File: src/rtl/dma_seq_pkg.sv
package dma_seq_pkg;
  typedef enum logic [1:0] {
    SET_ACTIVE = 2'd0,
    SET_DUMMY  = 2'd1,
    SET_NULL   = 2'd2
  } set_kind_e;
endpackage

File: src/rtl/dma_seq_classify.sv
module dma_seq_classify
  import dma_seq_pkg::*;
#(
  parameter int unsigned CNT_W = 16
) (
  input  logic [CNT_W-1:0] acnt_i,
  input  logic [CNT_W-1:0] bcnt_i,
  input  logic [CNT_W-1:0] ccnt_i,
  output set_kind_e        kind_o
);
  logic [2:0] zero;

  assign zero = {acnt_i == '0, bcnt_i == '0, ccnt_i == '0};

  always_comb begin
    if (&zero)      kind_o = SET_NULL;
    else if (|zero) kind_o = SET_DUMMY;
    else            kind_o = SET_ACTIVE;
  end
endmodule

File: src/rtl/dma_seq_cnt.sv
module dma_seq_cnt #(
  parameter int unsigned CNT_W = 16
) (
  input  logic             ab_mode_i,
  input  logic [CNT_W-1:0] bcnt_i,
  input  logic [CNT_W-1:0] bcnt_rld_i,
  input  logic [CNT_W-1:0] ccnt_i,
  output logic [CNT_W-1:0] bcnt_nxt_o,
  output logic [CNT_W-1:0] ccnt_nxt_o,
  output logic             use_cidx_o,
  output logic             last_o
);
  localparam logic [CNT_W-1:0] ONE = CNT_W'(1);

  logic frame_end;

  assign frame_end = ab_mode_i || (bcnt_i == ONE);
  assign use_cidx_o = frame_end;
  assign last_o = frame_end && (ccnt_i == ONE);

  always_comb begin
    bcnt_nxt_o = bcnt_i;
    ccnt_nxt_o = ccnt_i;
    if (ab_mode_i) begin
      ccnt_nxt_o = ccnt_i - ONE;
    end else if (frame_end) begin
      bcnt_nxt_o = bcnt_rld_i;
      ccnt_nxt_o = ccnt_i - ONE;
    end else begin
      bcnt_nxt_o = bcnt_i - ONE;
    end
  end
endmodule

File: src/rtl/dma_seq_addr_step.sv
module dma_seq_addr_step #(
  parameter int unsigned ADDR_W = 32,
  parameter int unsigned IDX_W  = 16
) (
  input  logic [ADDR_W-1:0] addr_i,
  input  logic [IDX_W-1:0]  bidx_i,
  input  logic [IDX_W-1:0]  cidx_i,
  input  logic              use_cidx_i,
  output logic [ADDR_W-1:0] addr_nxt_o
);
  logic [IDX_W-1:0]  step;
  logic [ADDR_W-1:0] step_ext;

  assign step     = use_cidx_i ? cidx_i : bidx_i;
  assign step_ext = ADDR_W'(signed'(step));
  assign addr_nxt_o = addr_i + step_ext;
endmodule

File: src/rtl/dma_evt_seq.sv
module dma_evt_seq
  import dma_seq_pkg::*;
#(
  parameter int unsigned ADDR_W = 32,
  parameter int unsigned CNT_W  = 16,
  parameter int unsigned IDX_W  = 16
) (
  input  logic              clk_i,
  input  logic              rst_ni,
  input  logic              load_i,
  input  logic [ADDR_W-1:0] ld_src_i,
  input  logic [ADDR_W-1:0] ld_dst_i,
  input  logic [CNT_W-1:0]  ld_acnt_i,
  input  logic [CNT_W-1:0]  ld_bcnt_i,
  input  logic [CNT_W-1:0]  ld_ccnt_i,
  input  logic [IDX_W-1:0]  ld_src_bidx_i,
  input  logic [IDX_W-1:0]  ld_dst_bidx_i,
  input  logic [IDX_W-1:0]  ld_src_cidx_i,
  input  logic [IDX_W-1:0]  ld_dst_cidx_i,
  input  logic              ld_ab_mode_i,
  input  logic              ld_itc_en_i,
  input  logic              ld_chain_en_i,
  input  logic              evt_i,
  output logic              req_valid_o,
  input  logic              req_ready_i,
  output logic [ADDR_W-1:0] req_src_o,
  output logic [ADDR_W-1:0] req_dst_o,
  output logic [CNT_W-1:0]  req_acnt_o,
  output logic [CNT_W-1:0]  req_bcnt_o,
  output logic [IDX_W-1:0]  req_src_bidx_o,
  output logic [IDX_W-1:0]  req_dst_bidx_o,
  output logic              done_o,
  output logic              chain_o,
  output logic              null_err_o,
  output logic              miss_err_o
);
  localparam int unsigned NPORT = 2; // 0: source, 1: destination
  localparam logic [CNT_W-1:0] ONE = CNT_W'(1);

  // live parameter state
  logic [ADDR_W-1:0] addr_q   [NPORT];
  logic [IDX_W-1:0]  bidx_q   [NPORT];
  logic [IDX_W-1:0]  cidx_q   [NPORT];
  logic [ADDR_W-1:0] addr_nxt [NPORT];
  logic [CNT_W-1:0]  acnt_q, bcnt_q, bcnt_rld_q, ccnt_q;
  logic              ab_q, itc_q, chen_q;

  // request and status state
  logic              req_valid_q, req_last_q;
  logic [ADDR_W-1:0] req_src_q, req_dst_q;
  logic [CNT_W-1:0]  req_acnt_q, req_bcnt_q;
  logic [IDX_W-1:0]  req_sb_q, req_db_q;
  logic              pend_q, null_err_q, miss_err_q, done_q, chain_q;

  logic [CNT_W-1:0]  bcnt_nxt, ccnt_nxt;
  logic              use_cidx, last_nxt;
  set_kind_e         kind;
  logic              service, accept, miss;

  assign service = (evt_i || pend_q) && !req_valid_q && !load_i;
  assign accept  = req_valid_q && req_ready_i;
  assign miss    = evt_i && req_valid_q && pend_q && !load_i;

  dma_seq_classify #(.CNT_W(CNT_W)) classify_i (
    .acnt_i (acnt_q),
    .bcnt_i (bcnt_q),
    .ccnt_i (ccnt_q),
    .kind_o (kind)
  );

  dma_seq_cnt #(.CNT_W(CNT_W)) cnt_i (
    .ab_mode_i  (ab_q),
    .bcnt_i     (bcnt_q),
    .bcnt_rld_i (bcnt_rld_q),
    .ccnt_i     (ccnt_q),
    .bcnt_nxt_o (bcnt_nxt),
    .ccnt_nxt_o (ccnt_nxt),
    .use_cidx_o (use_cidx),
    .last_o     (last_nxt)
  );

  for (genvar p = 0; p < NPORT; p++) begin : g_port
    logic [ADDR_W-1:0] ld_addr;
    logic [IDX_W-1:0]  ld_bidx, ld_cidx;

    assign ld_addr = (p == 0) ? ld_src_i      : ld_dst_i;
    assign ld_bidx = (p == 0) ? ld_src_bidx_i : ld_dst_bidx_i;
    assign ld_cidx = (p == 0) ? ld_src_cidx_i : ld_dst_cidx_i;

    dma_seq_addr_step #(.ADDR_W(ADDR_W), .IDX_W(IDX_W)) step_i (
      .addr_i     (addr_q[p]),
      .bidx_i     (bidx_q[p]),
      .cidx_i     (cidx_q[p]),
      .use_cidx_i (use_cidx),
      .addr_nxt_o (addr_nxt[p])
    );

    always_ff @(posedge clk_i or negedge rst_ni) begin
      if (!rst_ni) begin
        addr_q[p] <= '0;
        bidx_q[p] <= '0;
        cidx_q[p] <= '0;
      end else if (load_i) begin
        addr_q[p] <= ld_addr;
        bidx_q[p] <= ld_bidx;
        cidx_q[p] <= ld_cidx;
      end else if (service && kind == SET_ACTIVE) begin
        addr_q[p] <= addr_nxt[p];
      end
    end
  end

  // counts and mode
  always_ff @(posedge clk_i or negedge rst_ni) begin
    if (!rst_ni) begin
      acnt_q     <= '0;
      bcnt_q     <= '0;
      bcnt_rld_q <= '0;
      ccnt_q     <= '0;
      ab_q       <= 1'b0;
      itc_q      <= 1'b0;
      chen_q     <= 1'b0;
    end else if (load_i) begin
      acnt_q     <= ld_acnt_i;
      bcnt_q     <= ld_bcnt_i;
      bcnt_rld_q <= ld_bcnt_i;
      ccnt_q     <= ld_ccnt_i;
      ab_q       <= ld_ab_mode_i;
      itc_q      <= ld_itc_en_i;
      chen_q     <= ld_chain_en_i;
    end else if (service && kind == SET_ACTIVE) begin
      bcnt_q <= bcnt_nxt;
      ccnt_q <= ccnt_nxt;
    end
  end

  // request register
  always_ff @(posedge clk_i or negedge rst_ni) begin
    if (!rst_ni) begin
      req_valid_q <= 1'b0;
      req_last_q  <= 1'b0;
      req_src_q   <= '0;
      req_dst_q   <= '0;
      req_acnt_q  <= '0;
      req_bcnt_q  <= '0;
      req_sb_q    <= '0;
      req_db_q    <= '0;
    end else if (load_i) begin
      req_valid_q <= 1'b0;
      req_last_q  <= 1'b0;
    end else if (service && kind == SET_ACTIVE) begin
      req_valid_q <= 1'b1;
      req_last_q  <= last_nxt;
      req_src_q   <= addr_q[0];
      req_dst_q   <= addr_q[1];
      req_acnt_q  <= acnt_q;
      req_bcnt_q  <= ab_q ? bcnt_rld_q : ONE;
      req_sb_q    <= bidx_q[0];
      req_db_q    <= bidx_q[1];
    end else if (accept) begin
      req_valid_q <= 1'b0;
    end
  end

  // pending slot, errors, completion pulses
  always_ff @(posedge clk_i or negedge rst_ni) begin
    if (!rst_ni) begin
      pend_q     <= 1'b0;
      null_err_q <= 1'b0;
      miss_err_q <= 1'b0;
      done_q     <= 1'b0;
      chain_q    <= 1'b0;
    end else begin
      done_q  <= 1'b0;
      chain_q <= 1'b0;
      if (load_i) begin
        pend_q     <= 1'b0;
        null_err_q <= 1'b0;
        miss_err_q <= 1'b0;
      end else begin
        if (service) begin
          // a serviced pending event frees the slot for a new one
          pend_q <= pend_q && evt_i;
          unique case (kind)
            SET_NULL:  null_err_q <= 1'b1;
            SET_DUMMY: begin
              done_q  <= 1'b1;
              chain_q <= chen_q;
            end
            default: ;
          endcase
        end else if (evt_i && req_valid_q) begin
          pend_q <= 1'b1;
        end
        if (miss) miss_err_q <= 1'b1;
        if (accept) begin
          done_q  <= req_last_q;
          chain_q <= chen_q && (req_last_q || itc_q);
        end
      end
    end
  end

  assign req_valid_o    = req_valid_q;
  assign req_src_o      = req_src_q;
  assign req_dst_o      = req_dst_q;
  assign req_acnt_o     = req_acnt_q;
  assign req_bcnt_o     = req_bcnt_q;
  assign req_src_bidx_o = req_sb_q;
  assign req_dst_bidx_o = req_db_q;
  assign done_o         = done_q;
  assign chain_o        = chain_q;
  assign null_err_o     = null_err_q;
  assign miss_err_o     = miss_err_q;
endmodule

File: config.mk
export PLATFORM = sky130hd
export DESIGN_NAME = dma_evt_seq
export DESIGN_NICKNAME = d
export VERILOG_FILES = /design/src/rtl/dma_seq_pkg.sv /design/src/rtl/dma_seq_classify.sv /design/src/rtl/dma_seq_cnt.sv /design/src/rtl/dma_seq_addr_step.sv /design/src/rtl/dma_evt_seq.sv
export SDC_FILE = /design/constraint.sdc
export NUM_CORES = 1
export LEC_CHECK = 0
export BUFFER_PORTS_ARGS = -buffer_cell sky130_fd_sc_hd__buf_2
export CAP_MARGIN = 20
export CORE_ASPECT_RATIO = 0.75
export CORE_UTILIZATION = 45
export DETAILED_ROUTE_END_ITERATION = 6
export PLACE_DENSITY = 0.67
export RECOVER_POWER = 100
export SLEW_MARGIN = 20
export SYNTH_ARGS = -nofsm -noshare
export SYNTH_HDL_FRONTEND = slang
export SYNTH_SLANG_ARGS = --single-unit
File: constraint.sdc
create_clock -name clk_i -period 6.8 [get_ports clk_i]
set_input_delay 0.68 -clock clk_i [delete_from_list [all_inputs] [get_ports clk_i]]
set_output_delay 0.68 -clock clk_i [all_outputs]
set_load 0.01 [all_outputs]
* Word-level counts from Yosys, hierarchy flattened
Index checks and enable logic that the tools add are counted.
** Word-level totals
- Input bits :: 184
- Word-level logic and storage cells :: 106
- Flip-flop bits (word level) :: 330
** Operators by class
- Bitwise gates (word level) :: 1
- Eq/ne operators :: 5
- Add/subtract/negate cells :: 4
- Reduce and logical (&&, ||, !) cells :: 32
- Mux-type cells :: 38
** Operators with widths (number)
- two-way mux 16 bit :: 11
- two-way mux 32 bit :: 4
- adder 32 bit :: 2
- zero test 16 bit :: 3
- == test 16 x 1 -> 1 bit, second input constant :: 2
- subtractor 16 x 1 -> 16 bit, second input constant :: 2
- two-way mux 1 bit :: 22
- logical AND 1 bit :: 10
- nonzero test 3 bit :: 3
- AND reduction 2 bit :: 4
- nonzero test 2 bit :: 4
- logical OR 1 bit :: 3
- AND reduction 3 bit :: 1
- OR reduction 3 bit :: 1
- == test 2 x 1 -> 1 bit, second input constant :: 1
- == test 2 bit, second input constant :: 1
- zero test 1 bit :: 2
- zero test 2 bit :: 1
- two-way mux 2 bit :: 1
- inequality test 2 bit, second input constant :: 1
- NOT 1 bit :: 1

* Longest topological paths before layout
- Word-level depth :: 9
- Depth in mapped cells :: 20
- Mapped depth without buffers :: 18

* Modules after synthesis
From an unflattened synthesis, not the netlist that was laid out.
** Second synthesis, totals
- Cell total of the unflattened synthesis :: 1566
- Area, all modules :: 18058.6 µm²
** Modules (own cells, without submodules)
- dma_evt_seq :: area an instance 12938.7 µm², sequential area each 8257.9 µm², times used 1, cells each 864
- dma_seq_addr_step at g_port[1].step_i :: area an instance 2059.5 µm², sequential area each 0.0 µm², times used 1, cells each 278
- dma_seq_addr_step at g_port[0].step_i :: area an instance 1879.3 µm², sequential area each 0.0 µm², times used 1, cells each 249
- dma_seq_cnt :: area an instance 1033.5 µm², sequential area each 0.0 µm², times used 1, cells each 158
- dma_seq_classify :: area an instance 147.6 µm², sequential area each 0.0 µm², times used 1, cells each 17

* Worst setup path after synthesis
Ideal clock, no wire load.
- Path kind :: reg-to-reg
- Start point :: reg bcnt_q[5]
- End point :: reg addr_q[31] (netlist bit)
- Path slack :: 2011 ps
- Arrival :: 4663 ps
- Period minus slack after synthesis :: 4789 ps
- Cell stages (with the launch flop) :: 19
- Buffers on the path :: 2
- Path through :: dfrtp_1 or3_1 or4_4 nor2_2 a41oi_1 clkbuf_1 clkbuf_1 mux2_2 ha_1 a211oi_1 nor4_1 a211o_1 a41oi_1 a21oi_1 a41oi_1 o211a_1 a31oi_1 a41o_1 a221o_1
** On the way
- Word-level cells in the longest chain between the ends :: 7
** Ends and longest elaborated chain
- start: declaration :: RTL line dma_evt_seq.sv:45 : logic [CNT_W-1:0] acnt_q, bcnt_q, bcnt_rld_q, ccnt_q;
- start signal: assignment :: RTL line dma_evt_seq.sv:125 : bcnt_q <= ld_bcnt_i;
- start signal: assignment :: RTL line dma_evt_seq.sv:132 : bcnt_q <= bcnt_nxt;
- parallel branches: the longest is 7 deep, another holds adder 32 bit
- end signal: indexed assignment :: RTL line dma_evt_seq.sv:104 : addr_q[p] <= ld_addr;
- end signal: indexed assignment :: RTL line dma_evt_seq.sv:108 : addr_q[p] <= addr_nxt[p];
- end: declaration :: RTL line dma_evt_seq.sv:41 : logic [ADDR_W-1:0] addr_q [NPORT];
Parallel ways; which one is timed is not known. The select of a mux whose other input is x is not followed.
A chain may end at the register's enable or synchronous reset.

* Final worst setup path
- Start point :: reg bcnt_q[5]
- End point :: reg addr_q[56] (netlist bit)
The elaborated chain is that of the path after synthesis.

==> flow_metrics.env <==
export IMPL_cts_sink_count=330
export IMPL_skew_ns=0.0217
export IMPL_power_leakage_nw=9.40
export IMPL_fin_setup_tns_ns=0
export IMPL_synth_top_family_by_area="simple AND/OR/NAND/NOR gates"
export IMPL_cts_max_level=2
export IMPL_final_hold_viol_count=0
export IMPL_place_ws_ns=1.37
export IMPL_routed_wl_um=45000
export IMPL_wl_per_cell_um=17.5
export IMPL_area_growth_pct=17.2
export IMPL_cp_arrival_ns=6.31
export IMPL_cp_startpoint="bcnt_q[5]"
export IMPL_synthFlopType="dfrtp_1"
export IMPL_die_w_um=226
export IMPL_grt_max_degree=162
export IMPL_synth_compound_area_share_pct=13.4
export IMPL_antenna_found_initial=4
export IMPL_hold_class="primary input to register"
export IMPL_synthArstFlopShare_pct=100
export IMPL_layout_setup_ws_ns=0.879
export IMPL_cp_end_kind="register"
export IMPL_clock_insertion_delay_worst_skew_ns=0.53
export IMPL_grt_pass1_wl_um=72200
export IMPL_clock_tree_root_cell="clkbuf_16"
export IMPL_groute_usage_overall_pct=23.5
export IMPL_postCtsSetupBuffers=0
export IMPL_crit_type="register to register"
export IMPL_status="complete, but fails checks"
export IMPL_total_power_w=0.00675
export IMPL_holdWs_ns=0.369
export IMPL_synth_nets=2010
export IMPL_clk_pin_slew_worst_paths_ns=0.06
export IMPL_setup_viol=0
export IMPL_clock_path_buffers=3
export IMPL_slew_violations=397
export IMPL_crit_path_start_kind="register"
export IMPL_dieArea_sq_um=38500
export IMPL_maxSlewHeadroom_pct=-227
export IMPL_grt_remaining_overflow=0
export IMPL_worst_pin_slew_ns=4.90
export IMPL_min_period_ns=5.92
export IMPL_ys_seq_area_share_pct=48.7
export IMPL_ctsHoldBuffers=0
export IMPL_vdd_drop_max_uv=178
export IMPL_drtIter0Drc=986
export IMPL_post_route_period_util_pct=87.1
export IMPL_postRouteAntennaNets=0
export IMPL_io_pins=317
export IMPL_synth_edf_count=0
export IMPL_initial_core_util_pct=45.7
export IMPL_postSynthCellCount=1754
export IMPL_vias=13897
export IMPL_mappedNetlistArea_sq_um=17000
export IMPL_crit_required_ns=7.19
export IMPL_grt_pass1_vias=13525
export IMPL_synth_warnings=0
export IMPL_io_buffers=316
export IMPL_numCtsBuffers=35
export IMPL_synth_fa_ha_area_share_pct=5.40
export IMPL_r2r_start="bcnt_q[5]"
export IMPL_drc=0
export IMPL_yosys_area_share_simple_pct=17.3
export IMPL_rsz0062_at_grt="false"
export IMPL_violations="capacitance limit, slew limit"
export IMPL_p_per_area_nw_per_um2=339
export IMPL_cts_tree="yes"
export IMPL_min_delay_start="ld_ccnt_i[9]"
export IMPL_avgSynthCellArea_sq_um=9.67
export IMPL_drv_cap=5
export IMPL_gp_congestion=0.916
export IMPL_rows=61
export IMPL_ys_ff_latch=330
export IMPL_viasPerCell=5.41
export IMPL_drt_first_pass_iters=7
export IMPL_yosys_cell_types_count=62
export IMPL_drive_above_1_share_pct=18.6
export IMPL_ctsResizeCount=0
export IMPL_cp_max_fo=30
export IMPL_synth_mux_area_share_pct=8.42
export IMPL_die_h_um=170
export IMPL_synth_xor_area_share_pct=3.82
export IMPL_max_freq_ghz=0.169
export IMPL_core_area_sq_um=37100
export IMPL_hpwlAfterDp_um=31600
export IMPL_fin_nets=2289
per-stage QoR:
stage / util [%] / instance area [sq um] / instances
6_report: 53.6 / 19900 / 2567
3_5_place_dp: 51.1 / 19000 / 2500
2_1_floorplan: - / 17000 / 1754
4_1_cts: 54.2 / 20100 / 2563
5_1_grt: 53.6 / 19900 / 2565
3_3_place_gp: 51.1 / 19000 / 2500
worst paths after layout:
kind | end | slack, ns | depth (start not counted)
setup reg to reg | addr_q[56] | 0.88 | 18
min in group asynchronous | req_acnt_o[0] | 2.08 | 1
hold / removal | ccnt_q[9] | 0.37 | 3
max in group asynchronous | addr_q[13] | 1.85 | 1
setup / recovery | addr_q[56] | 0.88 | 18
hold reg to reg | req_bcnt_o[4] | 0.47 | 2
per-layer routing:
metal	routed length, um	share of wire (%)	track usage [%]
met1	21300	47	33.4
met3	2110	4.7	3.85
met4	1170	2.6	6.40
met2	20400	45	36.9
met5	0	0	0
kinds of logic after synthesis:
group                      count (synthesis)
xor gates and xnor gates                  74
AOI/OAI and AO/OA                        351
DFF                                      330
buffers and inverters                    114
and+or+nand+nor                          686
adders and majority gates                 72
muxes                                    127
cell usage in the layout (no fill, tap or decap), types with 4 or more instances in the layout:
master and instances:
o21a_1 9, xnor2_1 45, nor4_1 15, or3_1 8, nand3b_1 4, ha_1 70, a21oi_1 75, and3_1 10
nor2_1 89, or4_1 4, mux2_2 124, buf_4 8, a21o_1 35, clkbuf_1 144, nand3_1 33, a211oi_1 15
a211o_1 5, clkinv_2 7, inv_1 25, diode_2 4, a31oi_1 20, buf_2 181, xor2_1 29, nand2_1 452
nor2b_1 9, o31ai_1 4, nand4_1 13, nor3_1 20, a22oi_1 37, o221ai_1 9, o21ai_0 95, dfrtp_1 330
o21bai_1 5, nand2b_1 13, a221o_1 16, clkbuf_8 6, clkbuf_16 35
worst max-delay path, stage by stage (launching register included):
cell and delay (ns):
dfrtp_1 0.41, or3_1 0.42, or4_4 0.46, nor2_1 0.26, a41oi_4 0.44, clkbuf_2 0.60, mux2_2 0.43, ha_1 0.19
inv_1 0.07, fa_1 0.17, nor2b_1 0.06, o21a_1 0.18, o21ai_0 0.38, a211oi_1 0.17, o211a_1 0.28, o31a_1 0.29
o31a_1 0.36, nor4b_1 0.17, or3_1 0.44
where the power goes:
| group | total (W) | switching [W] | internal [W] |
|---|---|---|---|
| Clock | 0.00192 | 0.000794 | 0.00113 |
| Sequential | 0.00263 | 0.000287 | 0.00235 |
| Combinational | 0.00220 | 0.00129 | 0.000906 |
| Total | 0.00675 | 0.00237 | 0.00438 |
flip-flops by register name, indices dropped and copies added, names as in the netlist, 16 cells and up:
| signal | flops |
|---|---|
| req_bcnt_o | 16 |
| bcnt_q | 16 |
| cidx_q | 32 |
| req_src_o | 32 |
| bidx_q | 32 |
| req_dst_o | 32 |
| req_acnt_o | 16 |
| addr_q | 64 |
| bcnt_rld_q | 16 |
| req_src_bidx_o | 16 |
| acnt_q | 16 |
| ccnt_q | 16 |
| req_dst_bidx_o | 16 |
layout make-up:
type / count / area, sq um
diodes: 4 / 10.0
multi-input cells: 1310 / 8220
clock inverters: 15 / 168
flip-flops and latches: 330 / 8260
repair buffers: 331 / 1540
fillers: 3454 / 17200
clock buffers: 48 / 975
well taps: 504 / 631
inverters: 25 / 93.8
cells in the mapped netlist (9+ instances only):
cell / n / area (sq um)
nand2_1: 452 / 1700
dfrtp_1: 330 / 8260
mux2_2: 125 / 1410
o21ai_0: 95 / 475
nor2_1: 89 / 334
a21oi_1: 75 / 375
ha_1: 70 / 876
clkbuf_1: 56 / 210
xnor2_1: 45 / 394
a22oi_1: 37 / 278
a21o_1: 35 / 263
nand3_1: 33 / 165
xor2_1: 29 / 254
inv_1: 25 / 93.8
a31oi_1: 20 / 125
nor3_1: 20 / 100
a221o_1: 16 / 160
buf_2: 16 / 80.1
a211oi_1: 15 / 113
nor4_1: 14 / 87.6
nand2b_1: 13 / 81.3
nand4_1: 13 / 81.3
and3_1: 10 / 62.6
buf_4: 10 / 75.1
nor2b_1: 9 / 56.3
o21a_1: 9 / 67.6
o221ai_1: 9 / 78.8
No activity file was read; power rests on OpenSTA's default activity.
